--- src/rtl/tbs_pkg.sv ---
package tbs_pkg;
  typedef enum logic [1:0] {
    ST_IDLE  = 2'd0,
    ST_BURST = 2'd1,
    ST_PAUSE = 2'd2
  } seq_st_e;

  typedef enum logic [1:0] {
    MODE_DUAL = 2'b00,
    MODE_ROW  = 2'b10,
    MODE_COL  = 2'b11
  } tone_mode_e;
endpackage

--- src/rtl/tbs_tick_timer.sv ---
module tbs_tick_timer #(
  parameter int CNT_W = 7
) (
  input  logic             clk_i,
  input  logic             rst_ni,
  input  logic             clear_i,
  input  logic             tick_i,
  input  logic [CNT_W-1:0] limit_i,
  output logic             done_o
);
  logic [CNT_W-1:0] cnt_q;

  assign done_o = !clear_i && tick_i && (cnt_q == limit_i - CNT_W'(1));

  always_ff @(posedge clk_i or negedge rst_ni) begin
    if (!rst_ni)                 cnt_q <= '0;
    else if (clear_i || done_o)  cnt_q <= '0;
    else if (tick_i)             cnt_q <= cnt_q + CNT_W'(1);
  end
endmodule

--- src/rtl/tbs_code_reg.sv ---
module tbs_code_reg #(
  parameter int W = 4
) (
  input  logic         clk_i,
  input  logic         rst_ni,
  input  logic         load_i,
  input  logic [W-1:0] d_i,
  output logic [W-1:0] q_o
);
  always_ff @(posedge clk_i or negedge rst_ni) begin
    if (!rst_ni)     q_o <= '0;
    else if (load_i) q_o <= d_i;
  end
endmodule

--- src/rtl/tbs_seq_fsm.sv ---
module tbs_seq_fsm
  import tbs_pkg::*;
#(
  parameter int TICKS_BASE = 51,
  parameter int TICKS_CP   = 102,
  parameter int CNT_W      = 7
) (
  input  logic             clk_i,
  input  logic             rst_ni,
  input  logic             burst_en_i,
  input  logic             start_i,
  input  logic             cp_i,
  input  logic             done_i,
  output seq_st_e          st_o,
  output logic             clear_o,
  output logic [CNT_W-1:0] limit_o,
  output logic             ready_o
);
  seq_st_e st_q, st_d;
  logic    cp_q;

  always_comb begin
    st_d = st_q;
    if (!burst_en_i) st_d = ST_IDLE;
    else begin
      unique case (st_q)
        ST_IDLE:  if (start_i) st_d = ST_BURST;
        ST_BURST: if (done_i)  st_d = ST_PAUSE;
        ST_PAUSE: if (done_i)  st_d = ST_IDLE;
        default:               st_d = ST_IDLE;
      endcase
    end
  end

  always_ff @(posedge clk_i or negedge rst_ni) begin
    if (!rst_ni) begin
      st_q    <= ST_IDLE;
      cp_q    <= 1'b0;
      ready_o <= 1'b0;
    end else begin
      st_q    <= st_d;
      ready_o <= burst_en_i && (st_q == ST_PAUSE) && done_i;
      // call-progress length is frozen at sequence start
      if (st_q == ST_IDLE && start_i) cp_q <= cp_i;
    end
  end

  assign st_o    = st_q;
  assign clear_o = (st_q == ST_IDLE);
  assign limit_o = cp_q ? CNT_W'(TICKS_CP) : CNT_W'(TICKS_BASE);
endmodule

--- src/rtl/tone_burst_seq.sv ---
module tone_burst_seq
  import tbs_pkg::*;
#(
  parameter int CODE_W     = 4,
  parameter int TICKS_BASE = 51,
  parameter int TICKS_CP   = 102
) (
  input  logic              clk_i,
  input  logic              rst_ni,
  input  logic              tick_i,
  input  logic              burst_n_i,
  input  logic              cp_mode_i,
  input  logic              tone_out_i,
  input  logic              rx_off_i,
  input  logic              single_i,
  input  logic              col_i,
  input  logic              wr_i,
  input  logic [CODE_W-1:0] wr_code_i,
  output logic              tone_en_o,
  output logic [CODE_W-1:0] code_o,
  output logic [1:0]        mode_o,
  output logic              ready_o,
  output logic              power_down_o
);
  localparam int CNT_W = $clog2(TICKS_CP + 1);

  seq_st_e          st;
  logic             clear, done, accept, burst_en;
  logic [CNT_W-1:0] limit;
  tone_mode_e       mode_q;

  assign burst_en = !burst_n_i;
  assign accept   = wr_i && (st == ST_IDLE);

  tbs_code_reg #(.W(CODE_W)) u_code (
    .clk_i, .rst_ni, .load_i(accept), .d_i(wr_code_i), .q_o(code_o)
  );

  tbs_seq_fsm #(
    .TICKS_BASE(TICKS_BASE), .TICKS_CP(TICKS_CP), .CNT_W(CNT_W)
  ) u_fsm (
    .clk_i, .rst_ni, .burst_en_i(burst_en), .start_i(accept && burst_en),
    .cp_i(cp_mode_i), .done_i(done), .st_o(st), .clear_o(clear),
    .limit_o(limit), .ready_o(ready_o)
  );

  tbs_tick_timer #(.CNT_W(CNT_W)) u_timer (
    .clk_i, .rst_ni, .clear_i(clear), .tick_i(tick_i), .limit_i(limit), .done_o(done)
  );

  always_ff @(posedge clk_i or negedge rst_ni) begin
    if (!rst_ni) begin
      mode_q       <= MODE_DUAL;
      power_down_o <= 1'b0;
    end else begin
      mode_q       <= !single_i ? MODE_DUAL : (col_i ? MODE_COL : MODE_ROW);
      power_down_o <= rx_off_i && !tone_out_i;
    end
  end

  assign mode_o    = mode_q;
  assign tone_en_o = (st == ST_BURST) || (burst_n_i && tone_out_i);
endmodule

--- config.mk ---
export PLATFORM = sky130hd
export DESIGN_NAME = tone_burst_seq
export DESIGN_NICKNAME = d
export VERILOG_FILES = /design/src/rtl/tbs_pkg.sv /design/src/rtl/tbs_tick_timer.sv /design/src/rtl/tbs_code_reg.sv /design/src/rtl/tbs_seq_fsm.sv /design/src/rtl/tone_burst_seq.sv
export SDC_FILE = /design/constraint.sdc
export NUM_CORES = 1
export LEC_CHECK = 0
export BUFFER_PORTS_ARGS = -buffer_cell sky130_fd_sc_hd__buf_2
export CAP_MARGIN = 5
export CORE_MARGIN = 1.5
export CORE_UTILIZATION = 55
export CTS_BUF_LIST = sky130_fd_sc_hd__clkbuf_4 sky130_fd_sc_hd__clkbuf_8
export CTS_CLUSTER_DIAMETER = 150
export DETAILED_ROUTE_END_ITERATION = 10
export PLACE_DENSITY = 0.84
export SYNTH_ARGS = -nofsm -noshare
export SYNTH_HDL_FRONTEND = slang
export SYNTH_SLANG_ARGS = --single-unit
export TNS_END_PERCENT = 10
--- constraint.sdc ---
create_clock -name clk_i -period 2.3 [get_ports clk_i]
set_input_delay 0.345 -clock clk_i [delete_from_list [all_inputs] [get_ports clk_i]]
set_output_delay 0.345 -clock clk_i [all_outputs]
set_load 0.01 [all_outputs]
==> results.sh <==
export IMPL_fin_nets=109
export IMPL_holdCritPathClass="primary input to register"
export IMPL_antenna_cells=0
export IMPL_clk_latency_ps=290
export IMPL_die_area_um2=1710
export IMPL_hpwl_mm=1.04
export IMPL_gr_usage_met2_pct=34.4
export IMPL_overflow=0
export IMPL_worstPathRequired_ps=2480
export IMPL_grt_busiest_layer="met2"
export IMPL_hold_viol=0
export IMPL_seq_area_frac_synth_pct=55.7
export IMPL_cp_start_kind="register"
export IMPL_clockPowerShare_pct=31.2
export IMPL_grt_pass1_wl_mm=2.15
export IMPL_cp_max_fo=6
export IMPL_critPathLaunch="u_fsm.st_o[1]$_DFFE_PN0P_"
export IMPL_portBuffers=22
export IMPL_coreArea_um2=1330
export IMPL_drc=0
export IMPL_die_h_um=41.3
export IMPL_drt_iter0_markers=19
export IMPL_die_w_um=41.3
export IMPL_hp_start="single_i"
export IMPL_drv_cap=0
export IMPL_initial_utilization_pct=60.6
export IMPL_vias_per_cell=5.51
export IMPL_ys_warn_count=0
export IMPL_grt_max_degree=19
export IMPL_gp_congestion=0.691
export IMPL_drive_above_1_share_pct=34.4
export IMPL_synth_cell_types=24
export IMPL_io_pins=23
export IMPL_ys_ff_latch=18
export IMPL_crit_chain="nor3b_2 -> nor2b_1 -> mux2_1"
export IMPL_cts_sinks=18
export IMPL_fin_crit_sh_pct=65.1
export IMPL_slew_headroom_pct=73.3
export IMPL_power_per_cell_area_nw_per_um2=632
export IMPL_r2r_setup_slack_ps=800
export IMPL_synth_area_top_cells="dfrtp_1 (56%), mux2_1 (5.6%), nor2_1 (5.6%)"
export IMPL_fin_worst_skew_ps=1.42
export IMPL_placementRows=13
export IMPL_routed_wl_mm=1.49
export IMPL_synth_area_um2=808
export IMPL_p_seq_share_pct=56.6
export IMPL_num_vias=595
export IMPL_netlist_instances=67
export IMPL_endpoint_kind="register"
export IMPL_critPathArrivalTime_ps=1680
export IMPL_max_freq_mhz=668
export IMPL_tightest_slew_ps=401
export IMPL_reg2reg_from="u_fsm.st_o[1]$_DFFE_PN0P_"
export IMPL_worst_slack_ps=802
export IMPL_post_drt_wl_per_cell_um=13.8
export IMPL_syn_nets=82
export IMPL_power_internal_mw=0.470
export IMPL_setup_tns_ps=0
export IMPL_syn_area_per_cell_um2=12.1
export IMPL_combPwrFrac_pct=12.2
export IMPL_drt_pass1_iter_count=4
export IMPL_yosysTopAreaCell="dfrtp_1"
export IMPL_met1_usage_pct=24.1
export IMPL_yosys_area_top_type_share_pct=55.7
export IMPL_grt_pass1_vias=527
export IMPL_clk_pin_slew_ps=100
export IMPL_clockBufferDepth=2
export IMPL_finalCriticalPeriod_ps=1500
export IMPL_power_leakage_nw=0.457
export IMPL_grt_use_met3_pct=4.79
export IMPL_cts_tree="done"
export IMPL_htree_num_levels=1
export IMPL_cts_root_buffer="clkbuf_4"
export IMPL_setup_viol=0
export IMPL_path_class="register to register"
export IMPL_cpMaxStageDelayCell="dfrtp_1"
export IMPL_numCtsBuffers=3
export IMPL_grt_total_usage_pct=20.3
export IMPL_cpPeakStageDelay_ps=460
export IMPL_p_switching_mw=0.150
export IMPL_p_sw_share_pct=24.2
export IMPL_antenna_found_initial=0
export IMPL_ir_drop_uv=404
export IMPL_final_antenna_net_count=0
export IMPL_report_final_slew_viol_count=0
export IMPL_place_ws_ps=810
export IMPL_area_delta_synth_final_pct=21.2
export IMPL_rsz0062_at_grt="no"
export IMPL_outcome="finished clean"
synth_stat cells:
| cell type | instances |
|---|---|
| nand2_1 | 6 |
| xor2_1 | 3 |
| and3_1 | 1 |
| nand2b_1 | 1 |
| nor4b_2 | 1 |
| nand3b_1 | 1 |
| nand4bb_1 | 1 |
| nor2b_1 | 3 |
| o211ai_1 | 1 |
| dfrtp_1 | 18 |
| o41ai_1 | 1 |
| mux2_2 | 1 |
| a2111oi_2 | 1 |
| xnor2_1 | 3 |
| nor3b_2 | 1 |
| ha_1 | 1 |
| mux2_1 | 4 |
| mux2i_1 | 1 |
| nand4_1 | 2 |
| o22ai_2 | 1 |
| and2_1 | 1 |
| a2bb2oi_2 | 1 |
| clkbuf_1 | 1 |
| nor2_1 | 12 |
power by group through the flow:
stage	Clock [mW]	Sequential, mW	Combinational (mW)
finish	0.193	0.351	0.0758
CTS	0.201	0.350	0.0774
detailed placement	0	0.356	0.0753
global placement	0	0.355	0.0722
global route	0.209	0.352	0.0836
floorplan	0	0.361	0.0307
sequential cells by signal, summed over array words and instances, names as in the netlist:
signal / count
mode_o: 2
power_down_o: 1
u_code.q_o: 4
u_fsm.cp_q: 1
u_fsm.ready_o: 1
u_fsm.st_o: 2
u_timer.cnt_q: 7
layout by cell type (no fill, tap or decap):
cell,Yosys,routed
nand3b_1,1,1
o22ai_2,1,1
dlygate4sd3_1,0,1
a2bb2oi_2,1,1
o41ai_1,1,1
mux2_1,4,4
clkbuf_4,0,3
xor2_1,3,3
nor2b_1,3,3
mux2i_1,1,1
nand2_1,6,6
mux2_2,1,1
ha_1,1,1
xnor2_1,3,3
buf_2,0,22
and3_1,1,1
a2111oi_2,1,1
clkbuf_8,0,1
nor4b_2,1,1
nor3b_2,1,1
o211ai_1,1,1
nand4bb_1,1,1
nand4_1,2,2
nand2b_1,1,1
nor2_1,12,12
and2_1,1,1
dfrtp_1,18,18
worst max-delay path: cells and delay by family (launching register included):
| kind | cells | cell delay, ps |
|---|---|---|
| mux | 1 | 340 |
| flops | 1 | 460 |
| simple gates | 2 | 590 |
what timing repair did:
item | in CTS | in global routing
hold buffers | 1 | 0
setup buffers | 0 | 0
gates resized for setup | 0 | 0
endpoints found under the hold margin | 18 | 0
path summary, 6_finish.rpt:
kind	end	cells after the start
min in group asynchronous	power_down_o$_DFF_PN0_	2
hold / removal	mode_o[1]$_DFF_PN0_	1
setup reg to reg	u_fsm.cp_q$_DFFE_PN0P_	3
max in group asynchronous	u_code.q_o[1]$_DFFE_PN0N_	2
setup / recovery	u_fsm.cp_q$_DFFE_PN0P_	3
hold reg to reg	u_code.q_o[2]$_DFFE_PN0N_	1
through the flow:
stage               total power [mW]  hold WS (ps)  utilization (%)  std cells  area [um2]
detailed placement             0.431           296             70.0        103         933
floorplan                      0.392          49.4                -         67         808
global route                   0.645           149             73.5        108         980
finish                         0.619           161             73.5        108         980
global placement               0.427           288             70.0        103         933
CTS                            0.629           151             73.5        108         980
final cells by class:
class                      count  area (um2)
clock buffer                   4        36.3
fill                          99         354
multi-input combinational     48         354
sequential                    18         450
tap                           15        18.8
timing repair buffer          23         120
routing by layer:
metal | wire length [um] | part of all wire, % | vias to the layer above
li1 | - | - | 288
met3 | 80 | 5.4 | 2
met4 | 10 | 0.67 | 0
met1 | 635 | 43 | 285
met5 | 0 | 0 | -
met2 | 760 | 51 | 20
cells by family (layout without fill, tap and decap cells):
kind of cell	after synthesis	after routing	share of synthesized area (%)
buf+inv	1	27	0.464
xor+xnor	6	6	6.50
compound gates	5	5	7.27
mux	6	6	8.20
fa+ha+maj	1	1	1.55
simple gates	30	30	20.3
flops	18	18	55.7
No activity file was read; power rests on OpenSTA's default activity.
